--- src/rtl/bwp_pkg.sv ---
package bwp_pkg;

  typedef enum logic [1:0] {
    ACC_BYTE     = 2'd0,
    ACC_HALF     = 2'd1,
    ACC_WORD     = 2'd2,
    ACC_WORD_INC = 2'd3
  } acc_t;

  localparam logic [2:0] OFF_MBOX_IN  = 3'd0;
  localparam logic [2:0] OFF_MBOX_OUT = 3'd1;
  localparam logic [2:0] OFF_ADDR_LO  = 3'd2;
  localparam logic [2:0] OFF_ADDR_HI  = 3'd3;

  localparam int LANES = 4;

endpackage

--- src/rtl/bwp_decode.sv ---
module bwp_decode
  import bwp_pkg::*;
(
  input  logic [2:0] h_addr,
  input  logic       h_rd,
  input  logic       h_wr,
  input  acc_t       mode,
  output logic       rd_eff,
  output logic       mem_rd,
  output logic       mem_wr,
  output logic [3:0] mem_be,
  output logic       stage_load,
  output logic       stage_wr,
  output logic       advance,
  output logic       direct
);

  logic       is_lane;
  logic [1:0] lane;
  logic [3:0] be_raw;

  assign is_lane = h_addr[2];
  assign lane    = h_addr[1:0];
  assign rd_eff  = h_rd & ~h_wr;
  assign direct  = (mode == ACC_BYTE);

  always_comb begin
    mem_rd = 1'b0;
    mem_wr = 1'b0;
    be_raw = 4'h0;
    unique case (mode)
      ACC_BYTE: begin
        mem_rd = is_lane & rd_eff;
        mem_wr = is_lane & h_wr;
        be_raw = 4'h1 << lane;
      end
      ACC_HALF: begin
        mem_rd = is_lane & rd_eff & ~lane[0];
        mem_wr = is_lane & h_wr & lane[0];
        be_raw = lane[1] ? 4'hC : 4'h3;
      end
      default: begin
        mem_rd = is_lane & rd_eff & (lane == 2'd0);
        mem_wr = is_lane & h_wr & (lane == 2'd3);
        be_raw = 4'hF;
      end
    endcase
  end

  assign mem_be     = (mem_rd | mem_wr) ? be_raw : 4'h0;
  assign stage_load = mem_rd & ~direct;
  assign stage_wr   = is_lane & h_wr & ~direct;
  assign advance    = is_lane & (rd_eff | h_wr) & (lane == 2'd3) &
                      (mode == ACC_WORD_INC);

endmodule

--- src/rtl/bwp_addr_regs.sv ---
module bwp_addr_regs
  import bwp_pkg::*;
#(
  parameter int ADDR_W = 15
) (
  input  logic              clk,
  input  logic              rst_n,
  input  logic [2:0]        h_addr,
  input  logic              h_wr,
  input  logic [7:0]        h_wdata,
  input  logic              advance,
  output logic [ADDR_W-3:0] waddr,
  output acc_t              mode,
  output logic [7:0]        mbox [2]
);

  localparam int WORD_W = ADDR_W - 2;
  localparam int HI_W   = ADDR_W - 8;

  logic [WORD_W-1:0] waddr_q, waddr_d;
  acc_t              mode_q, mode_d;
  logic              wr_lo, wr_hi, addr_en;

  assign wr_lo   = h_wr & (h_addr == OFF_ADDR_LO);
  assign wr_hi   = h_wr & (h_addr == OFF_ADDR_HI);
  assign addr_en = wr_lo | wr_hi | advance;

  always_comb begin
    waddr_d = waddr_q;
    mode_d  = mode_q;
    if (wr_lo) begin
      waddr_d[5:0] = h_wdata[7:2];
      mode_d       = acc_t'(h_wdata[1:0]);
    end else if (wr_hi) begin
      waddr_d[WORD_W-1:6] = h_wdata[HI_W-1:0];
    end else if (advance) begin
      waddr_d = waddr_q + 1'b1;
    end
  end

  always_ff @(posedge clk or negedge rst_n) begin
    if (!rst_n) begin
      waddr_q <= '0;
      mode_q  <= ACC_BYTE;
    end else if (addr_en) begin
      waddr_q <= waddr_d;
      mode_q  <= mode_d;
    end
  end

  for (genvar g = 0; g < 2; g++) begin : g_mbox
    logic       mb_en;
    logic [7:0] mb_q;
    assign mb_en = h_wr & (h_addr == 3'(g));
    always_ff @(posedge clk or negedge rst_n) begin
      if (!rst_n)     mb_q <= '0;
      else if (mb_en) mb_q <= h_wdata;
    end
    assign mbox[g] = mb_q;
  end

  assign waddr = waddr_q;
  assign mode  = mode_q;

endmodule

--- src/rtl/bwp_stage.sv ---
module bwp_stage
  import bwp_pkg::*;
(
  input  logic        clk,
  input  logic        rst_n,
  input  logic [1:0]  lane,
  input  logic        stage_load,
  input  logic        stage_wr,
  input  logic        direct,
  input  logic [3:0]  mem_be,
  input  logic [7:0]  h_wdata,
  input  logic [31:0] m_rdata,
  output logic [31:0] stage,
  output logic [31:0] wdata
);

  for (genvar g = 0; g < LANES; g++) begin : g_lane
    logic       en;
    logic [7:0] d, q;
    logic       host_hit;

    assign host_hit = (lane == 2'(g));
    assign en       = (stage_load & mem_be[g]) | (stage_wr & host_hit);

    always_comb begin
      if (stage_load) d = m_rdata[8*g +: 8];
      else            d = h_wdata;
    end

    always_ff @(posedge clk or negedge rst_n) begin
      if (!rst_n)  q <= '0;
      else if (en) q <= d;
    end

    assign stage[8*g +: 8] = q;
    assign wdata[8*g +: 8] = (direct | host_hit) ? h_wdata : q;
  end

endmodule

--- src/rtl/bwp_rdpath.sv ---
module bwp_rdpath
  import bwp_pkg::*;
#(
  parameter int ADDR_W = 15
) (
  input  logic              clk,
  input  logic              rst_n,
  input  logic [2:0]        h_addr,
  input  logic              rd_eff,
  input  logic              mem_rd,
  input  logic [ADDR_W-3:0] waddr,
  input  acc_t              mode,
  input  logic [7:0]        mbox [2],
  input  logic [31:0]       stage,
  input  logic [31:0]       m_rdata,
  output logic [7:0]        h_rdata
);

  localparam int WORD_W = ADDR_W - 2;
  localparam int HI_W   = ADDR_W - 8;

  logic [7:0] hi_byte, sel_d, rdata_q;
  logic [1:0] lane;

  assign lane = h_addr[1:0];

  always_comb begin
    hi_byte           = '0;
    hi_byte[HI_W-1:0] = waddr[WORD_W-1:6];
  end

  always_comb begin
    if (h_addr[2]) begin
      sel_d = mem_rd ? m_rdata[8*lane +: 8] : stage[8*lane +: 8];
    end else begin
      unique case (h_addr[1:0])
        2'd0:    sel_d = mbox[0];
        2'd1:    sel_d = mbox[1];
        2'd2:    sel_d = {waddr[5:0], mode};
        default: sel_d = hi_byte;
      endcase
    end
  end

  always_ff @(posedge clk or negedge rst_n) begin
    if (!rst_n)      rdata_q <= '0;
    else if (rd_eff) rdata_q <= sel_d;
  end

  assign h_rdata = rdata_q;

endmodule

--- src/rtl/bytewin_port.sv ---
module bytewin_port
  import bwp_pkg::*;
#(
  parameter int ADDR_W = 15
) (
  input  logic              clk,
  input  logic              rst_n,
  input  logic [2:0]        h_addr,
  input  logic              h_rd,
  input  logic              h_wr,
  input  logic [7:0]        h_wdata,
  output logic [7:0]        h_rdata,
  output logic [ADDR_W-3:0] m_addr,
  output logic              m_rd,
  output logic              m_wr,
  output logic [3:0]        m_be,
  output logic [31:0]       m_wdata,
  input  logic [31:0]       m_rdata
);

  localparam int WORD_W = ADDR_W - 2;

  logic [1:0] rst_sync;
  logic       rst_int_n;

  always_ff @(posedge clk or negedge rst_n) begin
    if (!rst_n) rst_sync <= 2'b00;
    else        rst_sync <= {rst_sync[0], 1'b1};
  end
  assign rst_int_n = rst_sync[1];

  acc_t              acc_mode;
  logic [WORD_W-1:0] waddr;
  logic [7:0]        mbox [2];
  logic              rd_eff, mem_rd, mem_wr, stage_load, stage_wr, advance, direct;
  logic [3:0]        mem_be;
  logic [31:0]       stage, wdata;

  bwp_decode u_dec (
    .h_addr     (h_addr),
    .h_rd       (h_rd),
    .h_wr       (h_wr),
    .mode       (acc_mode),
    .rd_eff     (rd_eff),
    .mem_rd     (mem_rd),
    .mem_wr     (mem_wr),
    .mem_be     (mem_be),
    .stage_load (stage_load),
    .stage_wr   (stage_wr),
    .advance    (advance),
    .direct     (direct)
  );

  bwp_addr_regs #(.ADDR_W(ADDR_W)) u_regs (
    .clk     (clk),
    .rst_n   (rst_int_n),
    .h_addr  (h_addr),
    .h_wr    (h_wr),
    .h_wdata (h_wdata),
    .advance (advance),
    .waddr   (waddr),
    .mode    (acc_mode),
    .mbox    (mbox)
  );

  bwp_stage u_stage (
    .clk        (clk),
    .rst_n      (rst_int_n),
    .lane       (h_addr[1:0]),
    .stage_load (stage_load),
    .stage_wr   (stage_wr),
    .direct     (direct),
    .mem_be     (mem_be),
    .h_wdata    (h_wdata),
    .m_rdata    (m_rdata),
    .stage      (stage),
    .wdata      (wdata)
  );

  bwp_rdpath #(.ADDR_W(ADDR_W)) u_rd (
    .clk     (clk),
    .rst_n   (rst_int_n),
    .h_addr  (h_addr),
    .rd_eff  (rd_eff),
    .mem_rd  (mem_rd),
    .waddr   (waddr),
    .mode    (acc_mode),
    .mbox    (mbox),
    .stage   (stage),
    .m_rdata (m_rdata),
    .h_rdata (h_rdata)
  );

  assign m_addr  = waddr;
  assign m_rd    = mem_rd;
  assign m_wr    = mem_wr;
  assign m_be    = mem_be;
  assign m_wdata = wdata;

endmodule

--- config.mk ---
export PLATFORM = sky130hd
export DESIGN_NAME = bytewin_port
export DESIGN_NICKNAME = d
export VERILOG_FILES = /design/src/rtl/bwp_pkg.sv /design/src/rtl/bwp_decode.sv /design/src/rtl/bwp_addr_regs.sv /design/src/rtl/bwp_stage.sv /design/src/rtl/bwp_rdpath.sv /design/src/rtl/bytewin_port.sv
export SDC_FILE = /design/constraint.sdc
export NUM_CORES = 1
export LEC_CHECK = 0
export BUFFER_PORTS_ARGS = -buffer_cell sky130_fd_sc_hd__buf_2
export CORE_UTILIZATION = 48
export DETAILED_ROUTE_END_ITERATION = 7
export PLACE_DENSITY = 0.81
export SLEW_MARGIN = 20
export SYNTH_ARGS = -nofsm -noshare
export SYNTH_HDL_FRONTEND = slang
export SYNTH_SLANG_ARGS = --single-unit
--- constraint.sdc ---
create_clock -name clk -period 4.2 [get_ports clk]
set_input_delay 0.84 -clock clk [delete_from_list [all_inputs] [get_ports clk]]
set_output_delay 0.84 -clock clk [all_outputs]
set_load 0.005 [all_outputs]
* After elaboration in Yosys (flattened, before gate mapping)
Cells that the tools add are included.
Operators by class: add/sub/neg operators 1, equal/unequal tests 9, shift-type cells 3, mux-type cells 20, bitwise gates (word level) 40, reduce and logical (&&, ||, !) cells 8
Operators with widths (count):
- 8-bit two-way mux | 10
- 32-bit by 6-bit indexed part select with 8-bit output | 2
- 1-bit bitwise AND | 24
- 8-bit case mux with 3 select lines | 1
- 13-bit by 1-bit adder with 13-bit output (second input constant) | 1
- 13-bit two-way mux | 1
- 6-bit two-way mux | 2
- 1-bit OR | 12
- 4-bit two-way mux | 2
- 4-bit case mux with 2 select lines | 1
- 7-bit two-way mux | 1
- 2-bit == test (second input constant) | 3
- 3-bit by 2-bit == test with 1-bit output (second input constant) | 2
- 3-bit AND reduction | 2
- 2-bit by 1-bit == test with 1-bit output (second input constant) | 2
- 2-bit logical NOT | 2
- 1-bit NOT | 4
- 1-bit case mux with 2 select lines | 2
- 2-bit nonzero test | 2
- 1-bit by 2-bit << shifter with 4-bit output (first input constant) | 1
- 3-bit by 1-bit == test with 1-bit output (second input constant) | 1
- 3-bit logical NOT | 1
- 2-bit by 1-bit != test with 1-bit output (second input constant) | 1
- 2-bit AND reduction | 1
Word-level totals: flip-flop bits (word level) 73, bits of input ports 47, output and inout bits 59, word-level logic and storage cells 92

* Logic depth before layout (Yosys ltp)
Gate-level depths: netlist of run 1.
depth in word-level cells 9, depth in mapped cells 7

* Modules after synthesis
A second synthesis of run 1 with hierarchy kept.
Second synthesis, totals: cell total of the unflattened synthesis 431, area total of the unflattened synthesis 4860.9 µm²
By module, submodules not included:
- bwp_stage | instances 1, cells each 189, area each 2006.9 µm², seq. area each 800.8 µm²
- bwp_addr_regs | instances 1, cells each 125, area each 1498.9 µm², seq. area each 775.7 µm²
- bwp_rdpath | instances 1, cells each 82, area each 1111.1 µm², seq. area each 200.2 µm²
- bwp_decode | instances 1, cells each 32, area each 190.2 µm², seq. area each 0.0 µm²
- bytewin_port | instances 1, cells each 3, area each 53.8 µm², seq. area each 50.0 µm²

* Worst setup path before layout of run 1
OpenSTA, ideal clock, no wires.
kind input to output, from in h_addr[0], to out m_wdata[10], arrival 2.090 ns, path slack 1.270 ns, stages 5, path buffers 3, path through buf_4 buf_2 buf_2 a21oi_2 mux2_2
On the way: word-level cells in the longest chain between the ends 3
Ends and longest elaborated chain:
- from (decl) | RTL line bytewin_port.sv:8 | input logic [2:0] h_addr,
- 2-bit by 1-bit == test with 1-bit output | RTL line bwp_stage.sv:22 | assign host_hit = (lane == 2'(g));
- 1-bit OR | RTL line bwp_stage.sv:36 | assign wdata[8*g +: 8] = (direct | host_hit) ? h_wdata : q;
- 8-bit two-way mux | RTL line bwp_stage.sv:36
- to (decl) | RTL line bytewin_port.sv:17 | output logic [31:0] m_wdata,
Every way passes these cells.

* Worst setup path after layout of run 1
from in h_addr[1], to out m_wdata[10]
The elaborated chain is that of the path after synthesis.

==> metrics.txt, run 1 <==
critical path startpoint category input pin; Clk Latency, worst-skew pair 360 ps; Port Buffers approximately 110; Worst Hold Slack around 250 ps; Clock Tree Buf Depth 2; Setup Skew 9.80 ps; total gr overflow 0; Sequential Power Share 42.4%; status completed; dpl hpwl 9110 um; Syn Inst Count 416; YS warnings 0; relative slew slack 21.9%; Setup CP Type input pin to output port; Worst Hold Class input pin to async pin; total CTS buffers 9; Final nets 559; RSZ-0062 raised after global routing false; core footprint 9420 um2; final setup fails 0; routed via count 3815; GP Congestion roughly 0.85; Post-CTS Hold Buffers 0; R2R depth 4; CTS tree yes; Req. time, crit path 3360 ps; synthesized net count 464; crit-path cells buf_2, inv_1, a21oi_2, mux2_2, buf_2; CTS H-tree depth 3; NetSw 0.827 mW; GRT Max-Usage Layer met2; initial detailed-routing violation count 212; max-cap violations 0; worst slew pin tran 1160 ps; dpl cells around 630; Non-Filler Instances between 600 and 700; Crit path arrival time 2520 ps; worst-path cell with the longest stage delay a21oi_2; first-pass iteration count of the detailed router 5; vias in the first global route around 3800; die height 102 um; Finished Core Util 59.5%; first-pass GRT wire length 20000 um; Slew Viols, Final 0; Pwr Density 456 nW/um2; post-synthesis cell area 4760 um2; Post-synth EDFFs 0; Crit path top cell by count buf_2; Netlist cell types 45; # IOs 106; Final Hold Viols 0; Synth async-reset ratio 100%; setup tns final 0 ps; cts repair resizes 0; Routed WL per cell 19.5 um; Crit path largest cell delay 640 ps; Sw Ratio 32.3%; die area 10300 um2; Root Buffer clkbuf_8; die width 102 um; Vias per Instance 5.91; final period utilization roughly four fifths; antenna violations before repair 0; fin crit period 3360 ps; share of the yosys chip area belonging to registers 38.4%; CP max FO 16; ys flop type dfrtp_1; GRT Util Overall 26.1%; ant diodes 0; Syn Area/Cell roughly 11 um2; drt drc 0; peak supply drop 249 uV; clock share of power 25.0%; fmax between 0.2 and 0.3 GHz; final WL 12600 um; P&R area growth vs syn 17.6%; largest net degree at the start of global routing between 40 and 50; Fillers 764; post-route ant nets 0; met1 GRT Util 34.7%; Starting Density between 50% and 60%; synthesis-stage register bit count 73; Setup Fix Bufs, Post-CTS 0; CTS sink cnt 73; Core Rows 35; leakage power 2.30 nW; combinational power share 32.6%; Worst Setup End Kind output port; Clk pin slew, worst setup/hold paths around 80 ps; Cell Int Power 1.73 mW; share of cells above drive strength 1 48.8%; met3 Usage GRT 3.86%; GRT met2 Usage 41.4%
[critical path, delay by kind of cell]
| kind | cells | cell delay, ps |
|---|---|---|
| compound gates | 1 | 640 |
| mux | 1 | 420 |
| buf+inv | 3 | 620 |
[state kept, by name, summed over array words and instances, names as in the netlist]
| register | count |
|---|---|
| u_regs.g_mbox.mb_q | 16 |
| u_stage.g_lane.q | 32 |
| u_rd.h_rdata | 8 |
| u_regs.waddr | 13 |
| u_regs.mode | 2 |
| rst_sync | 2 |
[power groups by stage]
stage / Combinational [mW] / Clock, mW / Sequential, mW
after floorplan: 0.575 / 0 / 1.02
after global placement: 0.813 / 0 / 1.08
after detailed placement: 0.835 / 0 / 1.09
after CTS: 0.839 / 0.648 / 1.08
after global routing: 0.913 / 0.676 / 1.11
final: 0.834 / 0.639 / 1.08
[layout by cell type (no fill, tap or decap), drive strengths merged, types with 2 or more instances in the layout]
cell and count:
xnor2 6, dfrtp 73, nor2 31, mux2 81, buf 115, clkinv 2, a22oi 10, and2 4
nand4 4, mux2i 31, o21a 5, nor2b 2, inv 6, o22ai 2, mux4 23, bufinv 2
o21ai 21, nand3 8, nand2b 5, nor4 10, clkbuf 11, a21oi 23, nand2 21, nor3 5
[cell families (layout without fill, tap and decap cells)]
group / after synthesis / after routing / synth area share, %
mux: 135 / 135 / 36.5
simple gates: 97 / 97 / 10.6
flops: 73 / 73 / 38.4
compound gates: 66 / 66 / 9.19
buf+inv: 37 / 137 / 3.89
xor+xnor: 6 / 6 / 1.10
fa+ha+maj: 1 / 1 / 0.263
other cells: 1 / 1 / 0.0787
[synthesized netlist by cell type (2+ instances only)]
| cell type | n | area (um2) |
|---|---|---|
| dfrtp_1 | 73 | 1830 |
| buf_2 | 13 | 65.1 |
| mux2i_1 | 31 | 310 |
| nor2_2 | 2 | 12.5 |
| clkbuf_1 | 12 | 45.0 |
| nand2_1 | 21 | 78.8 |
| buf_6 | 3 | 33.8 |
| o21ai_0 | 21 | 105 |
| o21a_1 | 5 | 37.5 |
| nor2_1 | 29 | 109 |
| and2_1 | 4 | 25.0 |
| a21oi_2 | 5 | 43.8 |
| mux4_2 | 23 | 518 |
| mux2_2 | 81 | 912 |
| a22oi_1 | 10 | 75.1 |
| inv_1 | 6 | 22.5 |
| nand2b_1 | 5 | 31.3 |
| nor3_1 | 4 | 20.0 |
| xnor2_1 | 6 | 52.6 |
| a21oi_1 | 18 | 90.1 |
| nor4_1 | 9 | 56.3 |
| nand4_1 | 3 | 18.8 |
| nor2b_1 | 2 | 12.5 |
| buf_4 | 2 | 15.0 |
| nand3_1 | 8 | 40.0 |
[routing by layer]
metal / wire length, um / share of wire [%] / up-vias
li1: - / - / 1741
met3: 816 / 6.5 / 27
met4: 413 / 3.3 / 0
met1: 5250 / 42 / 1890
met5: 0 / 0 / -
met2: 6080 / 48 / 157
[path summary, 6_finish.rpt]
kind	from	to	slack (ps)
max in group asynchronous	rst_sync[1]$_DFF_PN0_	u_stage.g_lane[2].q[1]$_DFFE_PN0P_	3050
min in group clk	rst_sync[0]$_DFF_PN0_	rst_sync[1]$_DFF_PN0_	360
worst min-delay path	rst_n	rst_sync[1]$_DFF_PN0_	250
worst max register to register	u_regs.mode[1]$_DFFE_PN0P_	u_stage.g_lane[3].q[1]$_DFFE_PN0P_	1700
worst max-delay path	h_addr[1]	m_wdata[10]	840
worst min register to register	rst_sync[1]$_DFF_PN0_	u_regs.waddr[11]$_DFFE_PN0P_	350
[area by class of cell]
type / instances / area (um2) / share of cell area, %
repair buffers: 115 / 601 / 10.7
inverters: 6 / 22.5 / 0.402
clock inverters: 5 / 77.6 / 1.38
flip-flops and latches: 73 / 1830 / 32.7
well taps: 129 / 161 / 2.88
clock buffers: 11 / 151 / 2.70
multi-input cells: 306 / 2760 / 49.2
[stage by stage]
stage,instance area [um2],power [mW],setup WS (ps)
floorplan,4760,1.60,1270
global placement,5370,1.89,876
detailed placement,5370,1.92,871
CTS,5600,2.56,869
global route,5600,2.70,710
finish,5600,2.56,839
(Power assumes the default switching activity.)
==> inputs of run 2 (changes only) <==
Clock period 4.2 ns to 3.4 ns, I/O delays scaled along.
==> metrics.txt, run 2 (synthesis gave the netlist of run 1 again) <==
status completed; Largest Register u_stage.g_lane.q; Req. time, crit path 2720 ps (-640 ps); die area 10300 um2 (unchanged); Worst Setup End Kind output port; crit-path cells nor2_2, nor2_1, mux2_2, buf_2; Starting Density 50.6% (unchanged); Vias per Instance 5.94 (+0.35%); P&R area growth vs syn 19.3%; GP Congestion 0.834 (-1.4%); Clk Latency, worst-skew pair 350 ps (about the same); Pwr Density 572 nW/um2 (+25%); Post-CTS Hold Buffers 0 (unchanged); most common cell after layout, fill and taps aside buf_2; GRT Util Overall 26.6% (+0.57 points); clock share of power 26.6% (+1.6 points); relative slew slack 32.7% (+11 points); Crit path arrival time 2420 ps (-100 ps); setup tns final 0 ps (unchanged); die height 102 um (unchanged); Final Hold Viols 0 (unchanged); Clock Tree Buf Depth 2 (unchanged); worst slack, placed 339 ps (-532 ps); Setup Fix Bufs, Post-CTS 0 (unchanged); core footprint 9420 um2 (unchanged); most frequent cells in the layout 105 x buf_2, 81 x mux2_2, 72 x dfrtp_1; dpl hpwl 9310 um (+2.3%); Finished Core Util 60.4% (+0.85 points); cts repair resizes 0 (unchanged); Cell Int Power 2.22 mW (+29%); total CTS buffers 9 (unchanged); slack of the critical path 299 ps (-540 ps); fmax ~0.32 GHz; Worst Hold Class input pin to async pin; critical path startpoint category flop; Routed WL per cell 19.9 um (+2.4%); die width 102 um (unchanged); CTS tree yes; worst-path cell with the longest stage delay nor2_1; CP max FO 9 (-7); RSZ-0062 raised after global routing false; fin crit period a little over 3000 ps; final setup fails 0 (unchanged); final WL 13000 um (+3.3%); post-route ant nets 0 (unchanged); max-cap violations 0 (unchanged); largest net degree at the start of global routing 44 (-6.4%); CTS H-tree depth 3 (unchanged); peak supply drop 295 uV (+18%); Worst Hold Slack 97.1 ps (-153 ps); Sequential Power Share 40.8% (-1.6 points); first-pass GRT wire length 20300 um (+1.5%); # IOs 106 (unchanged); Slew Viols, Final 0 (unchanged); Crit path largest cell delay 750 ps (+110 ps); initial detailed-routing violation count 202 (-4.7%); NetSw 1.03 mW (+24%); final period utilization between 90% and 100%; Setup Skew 5.55 ps (-4.25 ps); leakage power 2.34 nW (+1.9%); dpl cells 635 (+0.95%); antenna violations before repair 0 (unchanged); max reg flops 32 (unchanged); Non-Filler Instances 651 (+0.93%); Port Buffers 105 (unchanged); total gr overflow 0 (unchanged); Clk pin slew, worst setup/hold paths 80 ps (about the same); first-pass iteration count of the detailed router 4 (-1); Root Buffer clkbuf_8; share of cells above drive strength 1 49.2% (+0.40 points); drt drc 0 (unchanged); routed via count 3864 (+1.3%); Final nets 565 (+1.1%); combinational power share 32.6% (about the same); Setup CP Type flop to output port; ant diodes 0 (unchanged); Sw Ratio 31.6% (-0.71 points); Core Rows 35 (unchanged); worst slew pin tran 1010 ps (-154 ps); vias in the first global route 3744 (-0.32%); CTS sink cnt 73 (unchanged)
run 2: power groups by stage:
stage                     Combinational (mW)  Sequential, mW  Clock [mW]
final                                   1.06            1.33       0.865
after CTS                               1.06            1.32       0.872
after floorplan                        0.710            1.26           0
after global placement                  1.03            1.32           0
after global routing                    1.16            1.36       0.907
after detailed placement                1.05            1.34           0
run 2: critical path: cells and delay by family (launching register included):
kind | cells | cell delay [ps]
buf+inv | 1 | 130
flops | 1 | 570
mux | 1 | 430
simple gates | 2 | 940
run 2: metrics by stage:
stage          power (mW)  area [um2]
2_1_floorplan        1.97        4760
3_5_place_dp         2.39        5430
5_1_grt              3.42        5680
3_3_place_gp         2.34        5430
6_report             3.25        5680
4_1_cts              3.26        5680
run 2: routing by layer:
metal | GRT usage (%) | up-vias | wire [um]
li1 | - | 1760 | -
met5 | 0 | - | 0
met3 | 4.83 | 20 | 893
met2 | 43.7 | 154 | 6520
met4 | 10.5 | 0 | 271
met1 | 35.0 | 1930 | 5290
run 2: layout make-up:
| type | count | area (um2) |
|---|---|---|
| tap | 129 | 161 |
| inverter | 6 | 22.5 |
| clock inverter | 4 | 98.8 |
| clock buffer | 12 | 155 |
| fill | 768 | 3730 |
| timing repair buffer | 121 | 658 |
| multi-input combinational | 306 | 2760 |
| sequential | 73 | 1830 |
run 2: path summary, 6_finish.rpt:
check / startpoint / end / slack, ps / cells after the start
max reg2reg: u_regs.mode[1]$_DFFE_PN0P_ / u_stage.g_lane[3].q[3]$_DFFE_PN0P_ / 1280 / 6
max: u_regs.mode[0]$_DFFE_PN0P_ / m_wdata[17] / 300 / 4
max in group asynchronous: rst_sync[1]$_DFF_PN0_ / u_regs.g_mbox[0].mb_q[2]$_DFFE_PN0P_ / 2140 / 1
min in group clk: rst_sync[0]$_DFF_PN0_ / rst_sync[1]$_DFF_PN0_ / 360 / 0
min: rst_n / rst_sync[0]$_DFF_PN0_ / 100 / 1
min reg2reg: rst_sync[0]$_DFF_PN0_ / rst_sync[1]$_DFF_PN0_ / 360 / 0
==> inputs of run 3 (changes only) <==
Settings changed: CTS_CLUSTER_SIZE set to 12, SYNTH_HIERARCHICAL set to 1.
==> metrics.txt, run 3 <==
Cell Int Power 2.11 mW (-5.3%); GP Congestion 0.876 (+5.0%); most common cell after layout, fill and taps aside buf_2; Clk Latency, worst-skew pair 360 ps (about the same); Synth async-reset ratio 100% (unchanged); ant diodes 0 (unchanged); GRT Util Overall 27.1% (+0.49 points); CTS tree yes; synthesis-stage register bit count 73 (unchanged); ys flop type dfrtp_1; initial detailed-routing violation count 361 (+79%); die area 10500 um2 (+2.0%); worst slew pin tran 672 ps (-337 ps); NetSw 1.09 mW (+5.9%); first-pass iteration count of the detailed router 5 (+1); Clk pin slew, worst setup/hold paths 70 ps (about the same); Post-synth EDFFs 0 (unchanged); Syn Inst Count 431 (+3.6%); relative slew slack 55.0% (+22 points); leakage power 2.61 nW (+11%); die height 103 um (+1.0%); post-route ant nets 0 (unchanged); Clock Tree Buf Depth 2 (unchanged); final setup fails 0 (unchanged); Vias per Instance 6.08 (+2.5%); Crit path arrival time 2180 ps (-240 ps); # IOs 106 (unchanged); share of cells above drive strength 1 44.6% (-4.6 points); Routed WL per cell 20.1 um (+0.67%); final WL 13600 um (+5.2%); worst slack, placed 504 ps (+165 ps); antenna violations before repair 0 (unchanged); clock share of power 19.8% (-6.8 points); most frequent cells in the layout 105 x buf_2, 72 x dfrtp_1, 69 x nand2_1; area leader, netlist dfrtp_1; core footprint 9770 um2 (+3.8%); Reg2Reg Setup Slack 980 ps (-300 ps); post-synthesis cell area 4860 um2 (+2.0%); Starting Density 49.7% (-0.86 points); top post-synthesis cells by area dfrtp_1 38%, mux2_2 16%, mux4_2 6.0%; Syn Area/Cell 11.3 um2 (-1.5%); Setup CP Type input pin to output port; drt drc 0 (unchanged); Largest Register u_stage/g_lane.q; combinational power share 36.4% (+3.8 points); synthesized net count 479 (+3.2%); setup tns final 0 ps (unchanged); critical path startpoint category input pin; dpl hpwl 9850 um (+5.8%); most frequent cell after synthesis dfrtp_1; Post-CTS Hold Buffers 0 (unchanged); fin crit period 2860 ps (-237 ps); first-pass GRT wire length 21300 um (+4.7%); max-cap violations 0 (unchanged); Setup Skew 13.1 ps (+7.52 ps); Port Buffers 105 (unchanged); fmax 0.349 GHz (+8.3%); max reg flops 32 (unchanged); final period utilization 84.2% (-7.0 points); Worst Setup End Kind output port; cts repair resizes 0 (unchanged); largest net degree at the start of global routing 51 (+16%); YS warnings 6 (+6); Core Rows 36 (+2.9%); Fillers 825 (+7.4%); Sw Ratio 34.1% (+2.5 points); Pwr Density 561 nW/um2 (-2.0%); Final Hold Viols 0 (unchanged); routed via count 4137 (+7.1%); area of the multi-input gates 2830 um2 (+2.5%); Final nets 590 (+4.4%); RSZ-0062 raised after global routing false; total gr overflow 0 (unchanged); status completed; total CTS buffers 9 (unchanged); peak supply drop 264 uV (-10%); Setup Fix Bufs, Post-CTS 0 (unchanged); die width 103 um (+1.0%); post-synth top area share 37.6% (-0.77 points); CTS H-tree depth 3 (unchanged); Netlist cell types 58 (+29%); Sequential Power Share 43.8% (+3.0 points); CP max FO 18 (+9); vias in the first global route 4076 (+8.9%); most instantiated cells after synthesis 73 x dfrtp_1, 69 x nand2_1, 67 x mux2_2, 13 x a21oi_1, 13 x mux4_2; Req. time, crit path 2720 ps (about the same); Root Buffer clkbuf_8; CTS sink cnt 73 (unchanged); Worst Hold Class input pin to async pin; Reg area 1830 um2 (+0.14%); P&R area growth vs syn 17.2%; Slew Viols, Final 0 (unchanged); share of the yosys chip area belonging to registers 37.6% (-0.77 points); slack of the critical path 536 ps (+237 ps)
run 3: changes by cell type in the layout (fill, tap and decap cells not counted), sizes merged, moves of 11 or more:
| cell | delta |
|---|---|
| a21o | +11 |
| mux2i | -20 |
| nand2 | +48 |
| nor2 | -20 |
run 3: cells by family (layout without fill, tap and decap cells):
family	Yosys count	in the layout	synth area share, %
mux	108	108	30.9
other cells	1	1	0.0771
flops	73	73	37.6
simple gates	144	144	15.5
compound gates	71	71	11.3
fa+ha+maj	1	1	0.257
buf+inv	33	149	4.35
run 3: power groups by stage:
stage,combinational [mW],clock [mW],sequential [mW]
floorplan,0.778,0,1.32
global placement,1.12,0,1.39
detailed placement,1.15,0,1.41
CTS,1.16,0.647,1.40
global route,1.25,0.681,1.44
finish,1.16,0.633,1.40
run 3: final cells by class:
type,count,area share [%]
sequential,73,32.1
inverter,12,0.834
clock buffer,10,2.41
tap,133,2.92
clock inverter,6,0.768
timing repair buffer,121,11.3
multi-input combinational,325,49.6
run 3: final timing paths:
| path | from | endpoint | cells past startpoint |
|---|---|---|---|
| worst max register to register | u_regs/mode[1]$_DFFE_PN0P_ | u_stage/g_lane[2].q[5]$_DFFE_PN0P_ | 6 |
| worst min register to register | rst_sync[0]$_DFF_PN0_ | rst_sync[1]$_DFF_PN0_ | 0 |
| worst min-delay path | rst_n | rst_sync[1]$_DFF_PN0_ | 1 |
| min in group clk | rst_sync[0]$_DFF_PN0_ | rst_sync[1]$_DFF_PN0_ | 0 |
| max in group asynchronous | rst_sync[1]$_DFF_PN0_ | u_stage/g_lane[0].q[0]$_DFFE_PN0P_ | 1 |
| worst max-delay path | h_addr[0] | m_be[1] | 7 |
run 3: worst max-delay path: stages:
cell	delay [ps]
buf_2	320
buf_4	380
a21oi_1	120
and4_1	220
a31oi_1	210
a21oi_1	100
buf_2	140
run 3: through the flow:
stage / total power [mW] / util (%) / cell area (um2) / hold WS [ps] / std cells
after global placement: 2.51 / 56.4 / 5520 / 338 / 664
after floorplan: 2.10 / - / 4860 / 331 / 431
final: 3.20 / 58.3 / 5700 / 89.4 / 680
after detailed placement: 2.57 / 56.4 / 5520 / 339 / 664
after global routing: 3.38 / 58.3 / 5700 / 89.9 / 680
after CTS: 3.20 / 58.3 / 5700 / 84.3 / 680
run 3: layer usage:
metal / vias to the layer above / GRT usage, % / wire length (um) / share of wire [%]
met5: - / 0 / 0 / 0
met4: 0 / 11.8 / 344 / 2.5
met3: 39 / 5.42 / 1050 / 7.7
met2: 218 / 44.0 / 6810 / 50
met1: 2043 / 35.3 / 5430 / 40
li1: 1837 / - / - / -
